==> config.mk <==
export PLATFORM = sky130hd
export DESIGN_NAME = vpg_top
export DESIGN_NICKNAME = d
export VERILOG_FILES = /design/src/rtl/vpg_pkg.sv /design/src/rtl/vpg_fifo.sv /design/src/rtl/vpg_addr_gen.sv /design/src/rtl/vpg_arbiter.sv /design/src/rtl/vpg_pixel_out.sv /design/src/rtl/vpg_top.sv
export SDC_FILE = /design/constraint.sdc
export NUM_CORES = 1
export LEC_CHECK = 0
export BUFFER_PORTS_ARGS = -buffer_cell sky130_fd_sc_hd__clkbuf_2
export CAP_MARGIN = 20
export CELL_PAD_IN_SITES_DETAIL_PLACEMENT = 1
export CELL_PAD_IN_SITES_GLOBAL_PLACEMENT = 2
export CORE_MARGIN = 5
export CORE_UTILIZATION = 45
export DETAILED_ROUTE_END_ITERATION = 7
export PLACE_DENSITY = 0.86
export SYNTH_ARGS = -nofsm -noshare
export SYNTH_HDL_FRONTEND = slang
export SYNTH_SLANG_ARGS = --single-unit
==> constraint.sdc <==
create_clock -name clk -period 4.5 [get_ports clk]
set_clock_uncertainty 0.1 [all_clocks]
set_input_delay 0.675 -clock clk [delete_from_list [all_inputs] [get_ports clk]]
set_output_delay 0.675 -clock clk [all_outputs]
set_load 0.005 [all_outputs]
==> src/rtl/vpg_pkg.sv <==
package vpg_pkg;
  // Source of the memory read that is in flight
  typedef enum logic [1:0] {
    TAG_NONE = 2'd0,
    TAG_PF   = 2'd1,
    TAG_CPU  = 2'd2
  } rd_tag_e;
endpackage

==> src/rtl/vpg_fifo.sv <==
module vpg_fifo #(
  parameter int DW    = 16,
  parameter int DEPTH = 16,
  localparam int PW   = (DEPTH > 1) ? $clog2(DEPTH) : 1,
  localparam int CW   = $clog2(DEPTH + 1)
) (
  input  logic          clk,
  input  logic          rst,
  input  logic          flush,
  input  logic          push,
  input  logic [DW-1:0] wdata,
  input  logic          pop,
  output logic [DW-1:0] head,
  output logic [CW-1:0] count
);
  localparam logic [PW-1:0] LASTP = PW'(DEPTH - 1);

  logic [DW-1:0] store_q [DEPTH];
  logic [PW-1:0] wp_q, rp_q;
  logic [CW-1:0] cnt_q;
  logic          do_push, do_pop;

  assign do_push = push && !flush && (cnt_q != CW'(DEPTH));
  assign do_pop  = pop  && !flush && (cnt_q != '0);

  // storage without reset so it maps onto RAM
  always_ff @(posedge clk) begin
    if (do_push) store_q[wp_q] <= wdata;
  end

  always_ff @(posedge clk) begin
    if (rst || flush) begin
      wp_q  <= '0;
      rp_q  <= '0;
      cnt_q <= '0;
    end else begin
      if (do_push) wp_q <= (wp_q == LASTP) ? '0 : wp_q + 1'b1;
      if (do_pop)  rp_q <= (rp_q == LASTP) ? '0 : rp_q + 1'b1;
      case ({do_push, do_pop})
        2'b10:   cnt_q <= cnt_q + 1'b1;
        2'b01:   cnt_q <= cnt_q - 1'b1;
        default: cnt_q <= cnt_q;
      endcase
    end
  end

  assign head  = store_q[rp_q];
  assign count = cnt_q;
endmodule

==> src/rtl/vpg_addr_gen.sv <==
module vpg_addr_gen #(
  parameter int AW          = 20,
  parameter int FRAME_BASE  = 0,
  parameter int FRAME_WORDS = 480000
) (
  input  logic          clk,
  input  logic          rst,
  input  logic          reload,
  input  logic          advance,
  output logic [AW-1:0] addr
);
  localparam logic [AW-1:0] BASE = AW'(FRAME_BASE);
  localparam logic [AW-1:0] LAST = AW'(FRAME_BASE + FRAME_WORDS - 1);

  logic [AW-1:0] addr_q;

  always_ff @(posedge clk) begin
    if (rst || reload)  addr_q <= BASE;
    else if (advance)   addr_q <= (addr_q == LAST) ? BASE : addr_q + 1'b1;
  end

  assign addr = addr_q;
endmodule

==> src/rtl/vpg_arbiter.sv <==
module vpg_arbiter
  import vpg_pkg::*;
#(
  parameter int AW     = 20,
  parameter int DW     = 16,
  parameter int DEPTH  = 16,
  parameter int THRESH = 4,
  localparam int CW    = $clog2(DEPTH + 1)
) (
  input  logic          clk,
  input  logic          rst,
  input  logic          flush,
  input  logic [CW-1:0] fifo_cnt,
  input  logic [AW-1:0] pf_addr,
  input  logic          cpu_req,
  input  logic          cpu_we,
  input  logic [AW-1:0] cpu_addr,
  input  logic [DW-1:0] cpu_wdata,
  output logic          cpu_stall,
  output logic          cpu_done,
  output logic          pf_issue,
  output logic          pf_arrive,
  output logic          mem_en,
  output logic          mem_we,
  output logic [AW-1:0] mem_addr,
  output logic [DW-1:0] mem_wdata
);
  localparam logic [CW:0]   FULL_LVL = (CW+1)'(DEPTH);
  localparam logic [CW-1:0] THR      = CW'(THRESH);

  rd_tag_e     tag_q;
  logic        grant;
  logic [CW:0] level;

  assign grant    = cpu_req && (fifo_cnt >= THR);
  assign level    = {1'b0, fifo_cnt} + ((tag_q == TAG_PF) ? (CW+1)'(1) : '0);
  assign pf_issue = !grant && !flush && (level < FULL_LVL);

  always_ff @(posedge clk) begin
    if (rst) begin
      tag_q    <= TAG_NONE;
      cpu_done <= 1'b0;
    end else begin
      if (grant && !cpu_we) tag_q <= TAG_CPU;
      else if (pf_issue)    tag_q <= TAG_PF;
      else                  tag_q <= TAG_NONE;
      cpu_done <= (tag_q == TAG_NONE || tag_q == TAG_PF || tag_q == TAG_CPU)
                  && grant && !cpu_we;
    end
  end

  assign pf_arrive = (tag_q == TAG_PF) && !flush;
  assign cpu_stall = cpu_req && !grant;
  assign mem_en    = grant || pf_issue;
  assign mem_we    = grant && cpu_we;
  assign mem_addr  = grant ? cpu_addr : pf_addr;
  assign mem_wdata = cpu_wdata;
endmodule

==> src/rtl/vpg_pixel_out.sv <==
module vpg_pixel_out #(
  parameter int          DW    = 16,
  parameter int          DEPTH = 16,
  parameter logic [DW-1:0] BG  = '0,
  localparam int         CW    = $clog2(DEPTH + 1)
) (
  input  logic          clk,
  input  logic          rst,
  input  logic          pix_ce,
  input  logic          blank,
  input  logic          flush,
  input  logic [CW-1:0] fifo_cnt,
  input  logic [DW-1:0] head,
  input  logic          underrun_clr,
  output logic          pop,
  output logic [DW-1:0] pix_out,
  output logic          pix_valid,
  output logic          underrun
);
  logic due, starve;

  assign due    = pix_ce && !blank;
  assign starve = due && ((fifo_cnt == '0) || flush);
  assign pop    = due && !starve;

  always_ff @(posedge clk) begin
    if (rst) begin
      pix_out   <= BG;
      pix_valid <= 1'b0;
      underrun  <= 1'b0;
    end else begin
      pix_valid <= due;
      if (due) pix_out <= starve ? BG : head;
      if (starve)            underrun <= 1'b1;
      else if (underrun_clr) underrun <= 1'b0;
    end
  end
endmodule

==> src/rtl/vpg_top.sv <==
module vpg_top #(
  parameter int            AW          = 20,
  parameter int            DW          = 16,
  parameter int            DEPTH       = 16,
  parameter int            THRESH      = 4,
  parameter int            FRAME_BASE  = 0,
  parameter int            FRAME_WORDS = 480000,
  parameter logic [DW-1:0] BG          = '0
) (
  input  logic          clk,
  input  logic          rst,
  input  logic          blank,
  input  logic          vsync_start,
  input  logic          pix_ce,
  input  logic          underrun_clr,
  output logic [DW-1:0] pix_out,
  output logic          pix_valid,
  output logic          underrun,
  input  logic          cpu_req,
  input  logic          cpu_we,
  input  logic [AW-1:0] cpu_addr,
  input  logic [DW-1:0] cpu_wdata,
  output logic          cpu_stall,
  output logic          cpu_done,
  output logic [DW-1:0] cpu_rdata,
  output logic          mem_en,
  output logic          mem_we,
  output logic [AW-1:0] mem_addr,
  output logic [DW-1:0] mem_wdata,
  input  logic [DW-1:0] mem_rdata
);
  localparam int CW = $clog2(DEPTH + 1);

  logic [CW-1:0] fifo_cnt;
  logic [DW-1:0] fifo_head;
  logic [AW-1:0] pf_addr;
  logic          pf_issue, pf_arrive, pop;

  vpg_fifo #(.DW(DW), .DEPTH(DEPTH)) u_fifo (
    .clk(clk), .rst(rst), .flush(vsync_start),
    .push(pf_arrive), .wdata(mem_rdata), .pop(pop),
    .head(fifo_head), .count(fifo_cnt)
  );

  vpg_addr_gen #(.AW(AW), .FRAME_BASE(FRAME_BASE), .FRAME_WORDS(FRAME_WORDS)) u_addr (
    .clk(clk), .rst(rst), .reload(vsync_start), .advance(pf_issue), .addr(pf_addr)
  );

  vpg_arbiter #(.AW(AW), .DW(DW), .DEPTH(DEPTH), .THRESH(THRESH)) u_arb (
    .clk(clk), .rst(rst), .flush(vsync_start), .fifo_cnt(fifo_cnt), .pf_addr(pf_addr),
    .cpu_req(cpu_req), .cpu_we(cpu_we), .cpu_addr(cpu_addr), .cpu_wdata(cpu_wdata),
    .cpu_stall(cpu_stall), .cpu_done(cpu_done), .pf_issue(pf_issue), .pf_arrive(pf_arrive),
    .mem_en(mem_en), .mem_we(mem_we), .mem_addr(mem_addr), .mem_wdata(mem_wdata)
  );

  vpg_pixel_out #(.DW(DW), .DEPTH(DEPTH), .BG(BG)) u_pix (
    .clk(clk), .rst(rst), .pix_ce(pix_ce), .blank(blank), .flush(vsync_start),
    .fifo_cnt(fifo_cnt), .head(fifo_head), .underrun_clr(underrun_clr),
    .pop(pop), .pix_out(pix_out), .pix_valid(pix_valid), .underrun(underrun)
  );

  assign cpu_rdata = mem_rdata;
endmodule

**Yosys cells after proc, flatten, opt, wreduce, memory -nomap -nowiden**

Memory sizes are Yosys's and may differ from the RTL's. A register that Yosys moved wholly into a read port is not among the register bits.
Cells that the tools add are included.

- Bits in registers: 54
- Memory bits (writable): 256
- Input port bits: 60
- Word-level logic and storage cells: 74
- Memories kept: 1

Memory list:

| name | depth | width | read ports | clocked after Yosys merged registers in | wr ports | line | source |
|---|---|---|---|---|---|---|---|
| u_fifo.store_q | 16 | 16 | 1 | 1 | 1 | vpg_fifo.sv:18 | `logic [DW-1:0] store_q [DEPTH];` |

- $add $sub $neg: 6
- Magnitude comparators: 2
- Equality and inequality tests: 8
- Muxes and demuxes: 15
- Reduce and logical (&&, ||, !) cells: 32

Operator list:

| cell | number |
|---|---|
| two-way mux 20 bit | 2 |
| adder 20 x 1 -> 20 bit (second input constant) | 1 |
| equality test 20 x 19 -> 1 bit (second input constant) | 1 |
| logical AND 1 bit | 16 |
| two-way mux 16 bit | 1 |
| two-way mux 4 bit | 4 |
| case mux 5 bit (2 select lines) | 1 |
| adder 4 x 1 -> 4 bit (second input constant) | 2 |
| equality test 4 bit (second input constant) | 2 |
| adder 5 x 6 -> 6 bit | 1 |
| < comparator 6 x 5 -> 1 bit (second input constant) | 1 |
| two-way mux 1 bit | 6 |
| adder 5 x 1 -> 5 bit (second input constant) | 1 |
| greater-or-equal comparator 5 x 3 -> 1 bit (second input constant) | 1 |
| logical NOT 1 bit | 5 |
| logical NOT 5 bit | 1 |
| logical OR 1 bit | 5 |
| != test 5 bit (second input constant) | 1 |
| nonzero test 5 bit | 1 |
| subtractor 5 x 1 -> 5 bit (second input constant) | 1 |
| equality test 2 x 1 -> 1 bit (second input constant) | 2 |
| equality test 2 bit (second input constant) | 2 |
| nonzero test 2 bit | 2 |
| logical NOT 2 bit | 1 |
| 2 further kinds | 2 |

**Longest topological paths before layout**

- Depth after elaboration: 9
- Depth in mapped cells: 12
- Depth with buffers taken out: 11

**Cells and area by module**

A second synthesis with hierarchy kept.

- Cells, all modules: 750
- Area total of the unflattened synthesis: 12,874.8 µm²

By module, submodules not included:

| module | instances | cells an instance | area an instance (µm²) | seq. area each (µm²) |
|---|---|---|---|---|
| vpg_fifo | 1 | 520 | 10,642.7 | 8,027.7 |
| vpg_addr_gen | 1 | 111 | 963.4 | 400.4 |
| vpg_pixel_out | 1 | 48 | 628.1 | 360.3 |
| vpg_arbiter | 1 | 55 | 520.5 | 60.1 |
| vpg_top | 1 | 16 | 120.1 | 0.0 |

**Worst setup path after synthesis**

No wires, ideal clock.

- Path type: input to register
- Start point: in blank
- End point: reg u_fifo.cnt_q[4] (netlist: u_fifo.count[4])
- Setup time: 0.128 ns
- Data arrival time: 2.754 ns
- Data required time: 4.272 ns
- Path slack: 1.518 ns
- Stages: 10
- Cells stage by stage: nand2b_1 -> a211oi_2 -> ha_1 -> xor2_1 -> ha_1 -> a211o_1 -> a211o_1 -> a31oi_1 -> xnor2_1 -> nor2_1

- Cells in the longest elaborated chain, start to end: 9

RTL lines:

| what | line | source |
|---|---|---|
| start: declaration | vpg_top.sv:12 | `input logic blank,` |
| logical NOT 1 bit * | vpg_pixel_out.sv:22 | `assign due = pix_ce && !blank;` |
| logical AND 1 bit * | vpg_pixel_out.sv:22 |  |
| logical AND 1 bit | vpg_pixel_out.sv:23 | `assign starve = due && ((fifo_cnt == '0) \|\| flush);` |
| logical NOT 1 bit | vpg_pixel_out.sv:24 | `assign pop = due && !starve;` |
| logical AND 1 bit * | vpg_pixel_out.sv:24 |  |
| logical AND 1 bit * (2 in a row) | vpg_fifo.sv:24 | `assign do_pop = pop && !flush && (cnt_q != '0);` |
| equality test 2 x 1 -> 1 bit or equality test 2 bit (tied branches) | vpg_fifo.sv:39 | `case ({do_push, do_pop})` |
| case mux 5 bit (2 select lines) or nonzero test 2 bit (tied branches) | n/a |  |
| end signal: assignment | vpg_fifo.sv:40 | `2'b10: cnt_q <= cnt_q + 1'b1;` |
| end signal: assignment | vpg_fifo.sv:41 | `2'b01: cnt_q <= cnt_q - 1'b1;` |
| end signal: assignment | vpg_fifo.sv:42 | `default: cnt_q <= cnt_q;` |
| end: declaration | vpg_fifo.sv:20 | `logic [CW-1:0] cnt_q;` |

Mark *: on every way between the ends. The rest lies on a longest branch, timed or not.
A chain may end at the register's enable or synchronous reset.

**Worst setup path in the final report**

- Start point: reg u_fifo.cnt_q[2] (netlist: u_fifo.count[2])
- End point: out mem_addr[6]

- Cells in the longest elaborated chain, start to end: 3

RTL lines:

| what | line | source |
|---|---|---|
| greater-or-equal comparator 5 x 3 -> 1 bit | vpg_arbiter.sv:35 | `assign grant = cpu_req && (fifo_cnt >= THR);` |
| logical AND 1 bit | vpg_arbiter.sv:35 |  |
| two-way mux 20 bit | vpg_arbiter.sv:56 | `assign mem_addr = grant ? cpu_addr : pf_addr;` |
| end: declaration | vpg_top.sv:28 | `output logic [AW-1:0] mem_addr,` |

Every way passes these cells.

==> out/results.txt <==
Status - completed
Post-CTS Setup Bufs - 0
Post-CTS Hold Buffers - 0
Gate power share - 2.0%
Most frequent cell after synthesis - edfxtp_1
Nets - 938
Seq pwr share - 52.5%
Cell area after synthesis - 0.0129 mm2
Wirelength per Cell - 24.4 um
Max_slew headroom - 26.3%
Row count - 61
Num CTS Buffers - 34
Die area - 0.0321 mm2
Clock tree sinks - 314
First-pass GRT wire length - 47.7 mm
# diodes - 0
Later-pin clock latency in the skew report - 500 ps
Drt pass-1 iters - 5
Largest area contributor in the netlist - edfxtp_1
Maximum vdd ir drop - 0.225 mV
GR Util All Layers - 19.8%
Final WL - 31.1 mm
Max cap viols - 0
Fin Setup TNS - 0 ps
Chip height - 179 um
Mean post-synth cell area - 16.6 um2
Via density - 5.60
DRT iter0 DRCs - 521
Async set-or-reset flop fraction in the synthesized netlist - 0%
Core area - 0.0280 mm2
DRT antenna net count - 0
Post-synth EDFFs - 256
Worst-Margin Slew - 1110 ps
CP arrival - 2560 ps
Finished Layout Cells - 1272
Layout cells sized above 1 - 33.0%
Critical path required time - 3720 ps
Hold Fails Final Rpt - 0
Final GP Congestion - 0.732
Worst Hold Class - input pin to flop
CTS resizes - 0
Buffers added on ports - 101
Int Pwr - 4.80 mW
Post-synthesis sequential area ratio - 68.8%
Dpl cells - 1210
Pin count of the biggest net entering global routing - 37
Clk buf depth - 3
Post-synth top cells - edfxtp_1, nor2_1, mux4_2
Final critical-path share of the clock period - 74.1%
DRC violations left - 0
Net Sw Frac - 20.0%
Design Area, Final - 0.0148 mm2
Top cell type's share of synthesized area - 59.8%
Vias - 7127
Capturing element type of the critical path - output port
HPWL after DPL - 19.4 mm
Initial antenna violation count - 1
Syn Nets - 844
RSZ-0062 raised after global routing - false
Initial Utilization - 45.9%
YS warnings - 0
Worst-path clk slew - 60 ps
CP Max Fanout - 23
Die Width - 179 um
Cell Pwr Density - 406 mW/mm2
Synth area leaders - edfxtp_1, mux4_2, dfxtp_1
Gr ovfl total - 0
Top_reg_cell synth - edfxtp_1
Post-synthesis cell count - 774
Slew Limit Fails - 0
LEAKAGE - 4.98 nW
Period minus WS final - 3340 ps
Worst Setup Start Kind - flop
Placed Area - 0.0137 mm2
Crit path kind - flop to output port
Final setup viols - 0
Post-synth cell types - 57
Vias in the first global route - 7769
Clock root buffer - clkbuf_16
Max Freq - 300 MHz
Flop2flop setup slack - 1210 ps
Synthesis-to-finish area growth - 14.9%
Net Switching - 1.20 mW
Top Ports - 134
Htree depth - 2
CTS tree - done
#FFs+latches synth - 314
Clock share of power - 45.5%
[worst paths after layout]
path                    from         endpoint  cells past startpoint
max          u_fifo.count[2]      mem_addr[6]                      4
min                   cpu_we   u_arb.tag_q[1]                      2
max reg2reg  u_fifo.count[2]  u_fifo.count[4]                     11
min reg2reg   u_arb.tag_q[1]   u_arb.cpu_done                      1
[area by class of cell]
| cell class | count | area, um2 |
|---|---|---|
| fillers | 2681 | 13200 |
| flip-flops and latches | 314 | 8850 |
| multi-input cells | 367 | 3560 |
| clock buffers | 46 | 960 |
| repair buffers | 127 | 701 |
| well taps | 378 | 473 |
| clock inverters | 16 | 134 |
| inverters | 24 | 90.1 |
[power by group through the flow]
stage | clock, mW | combinational (mW) | sequential, mW
5_1_grt | 2.92 | 0.130 | 3.15
2_1_floorplan | 0 | 0.0607 | 3.21
4_1_cts | 2.77 | 0.121 | 3.15
3_3_place_gp | 0 | 0.114 | 3.21
6_report | 2.73 | 0.119 | 3.15
3_5_place_dp | 0 | 0.120 | 3.21
[cell usage in the layout, fill, tap and decap left out, drive strengths merged, types with 2 or more instances in the layout]
master / synthesis / routed
a211oi: 4 / 4
edfxtp: 256 / 256
and3: 2 / 2
buf: 56 / 26
a31oi: 4 / 4
ha: 10 / 10
a22oi: 17 / 17
and4: 2 / 2
nor2b: 4 / 4
nand3: 10 / 10
nor2: 67 / 67
clkinvlp: 0 / 2
inv: 24 / 25
or3: 2 / 2
nor3: 13 / 13
mux4: 62 / 62
mux2i: 21 / 21
mux2: 20 / 20
nor4: 9 / 9
a211o: 2 / 2
xnor2: 17 / 17
bufinv: 0 / 2
clkbuf: 13 / 147
a21oi: 26 / 26
clkinv: 0 / 11
dfxtp: 58 / 58
nand2b: 6 / 6
nand2: 13 / 13
xor2: 8 / 8
a41oi: 2 / 2
o21ai: 20 / 20
nand4: 9 / 9
[critical path, cell delays in order, from the launching register on]
cell and delay (ps):
dfxtp_1 430, nor3_2 310, nand2b_1 790, mux2_2 420
clkbuf_2 110
[flip-flops by register name (all words and copies together), names as in the netlist, named ones only]
name,flops
u_addr.addr,20
u_arb.cpu_done,1
u_arb.tag_q,2
u_fifo.count,5
u_fifo.rp_q,4
u_fifo.store_q,256
u_fifo.wp_q,4
u_pix.pix_out,16
u_pix.pix_valid,1
u_pix.underrun,1
[per-layer routing]
metal	part of all wire, %	global-route usage [%]	routed length (um)	vias up
met1	41	25.6	12800	3725
met2	53	35.2	16400	210
li1	-	-	-	3160
met3	4.9	3.50	1520	32
met4	1.4	4.06	426	0
met5	0	0	0	-
[cell families (layout without fill, tap and decap cells)]
family / Yosys count / in the layout / share of synthesized area, %
mux: 103 / 103 / 14.2
compound gates: 83 / 83 / 4.23
fa+ha+maj: 10 / 10 / 0.973
buf+inv: 93 / 213 / 3.92
flops: 314 / 314 / 68.8
simple gates: 146 / 146 / 6.13
xor+xnor: 25 / 25 / 1.70
[per-stage QoR]
step                hold WS [ps]  power, mW  setup WS, ps  util [%]
detailed placement           349       3.33          1150      48.8
CTS                          272       6.04          1100      52.7
global route                 274       6.20           933      52.7
floorplan                    308       3.27          1520         -
finish                       281       6.00          1160      52.7
global placement             336       3.32          1220      48.8
Power figures use the tool's default switching activity.
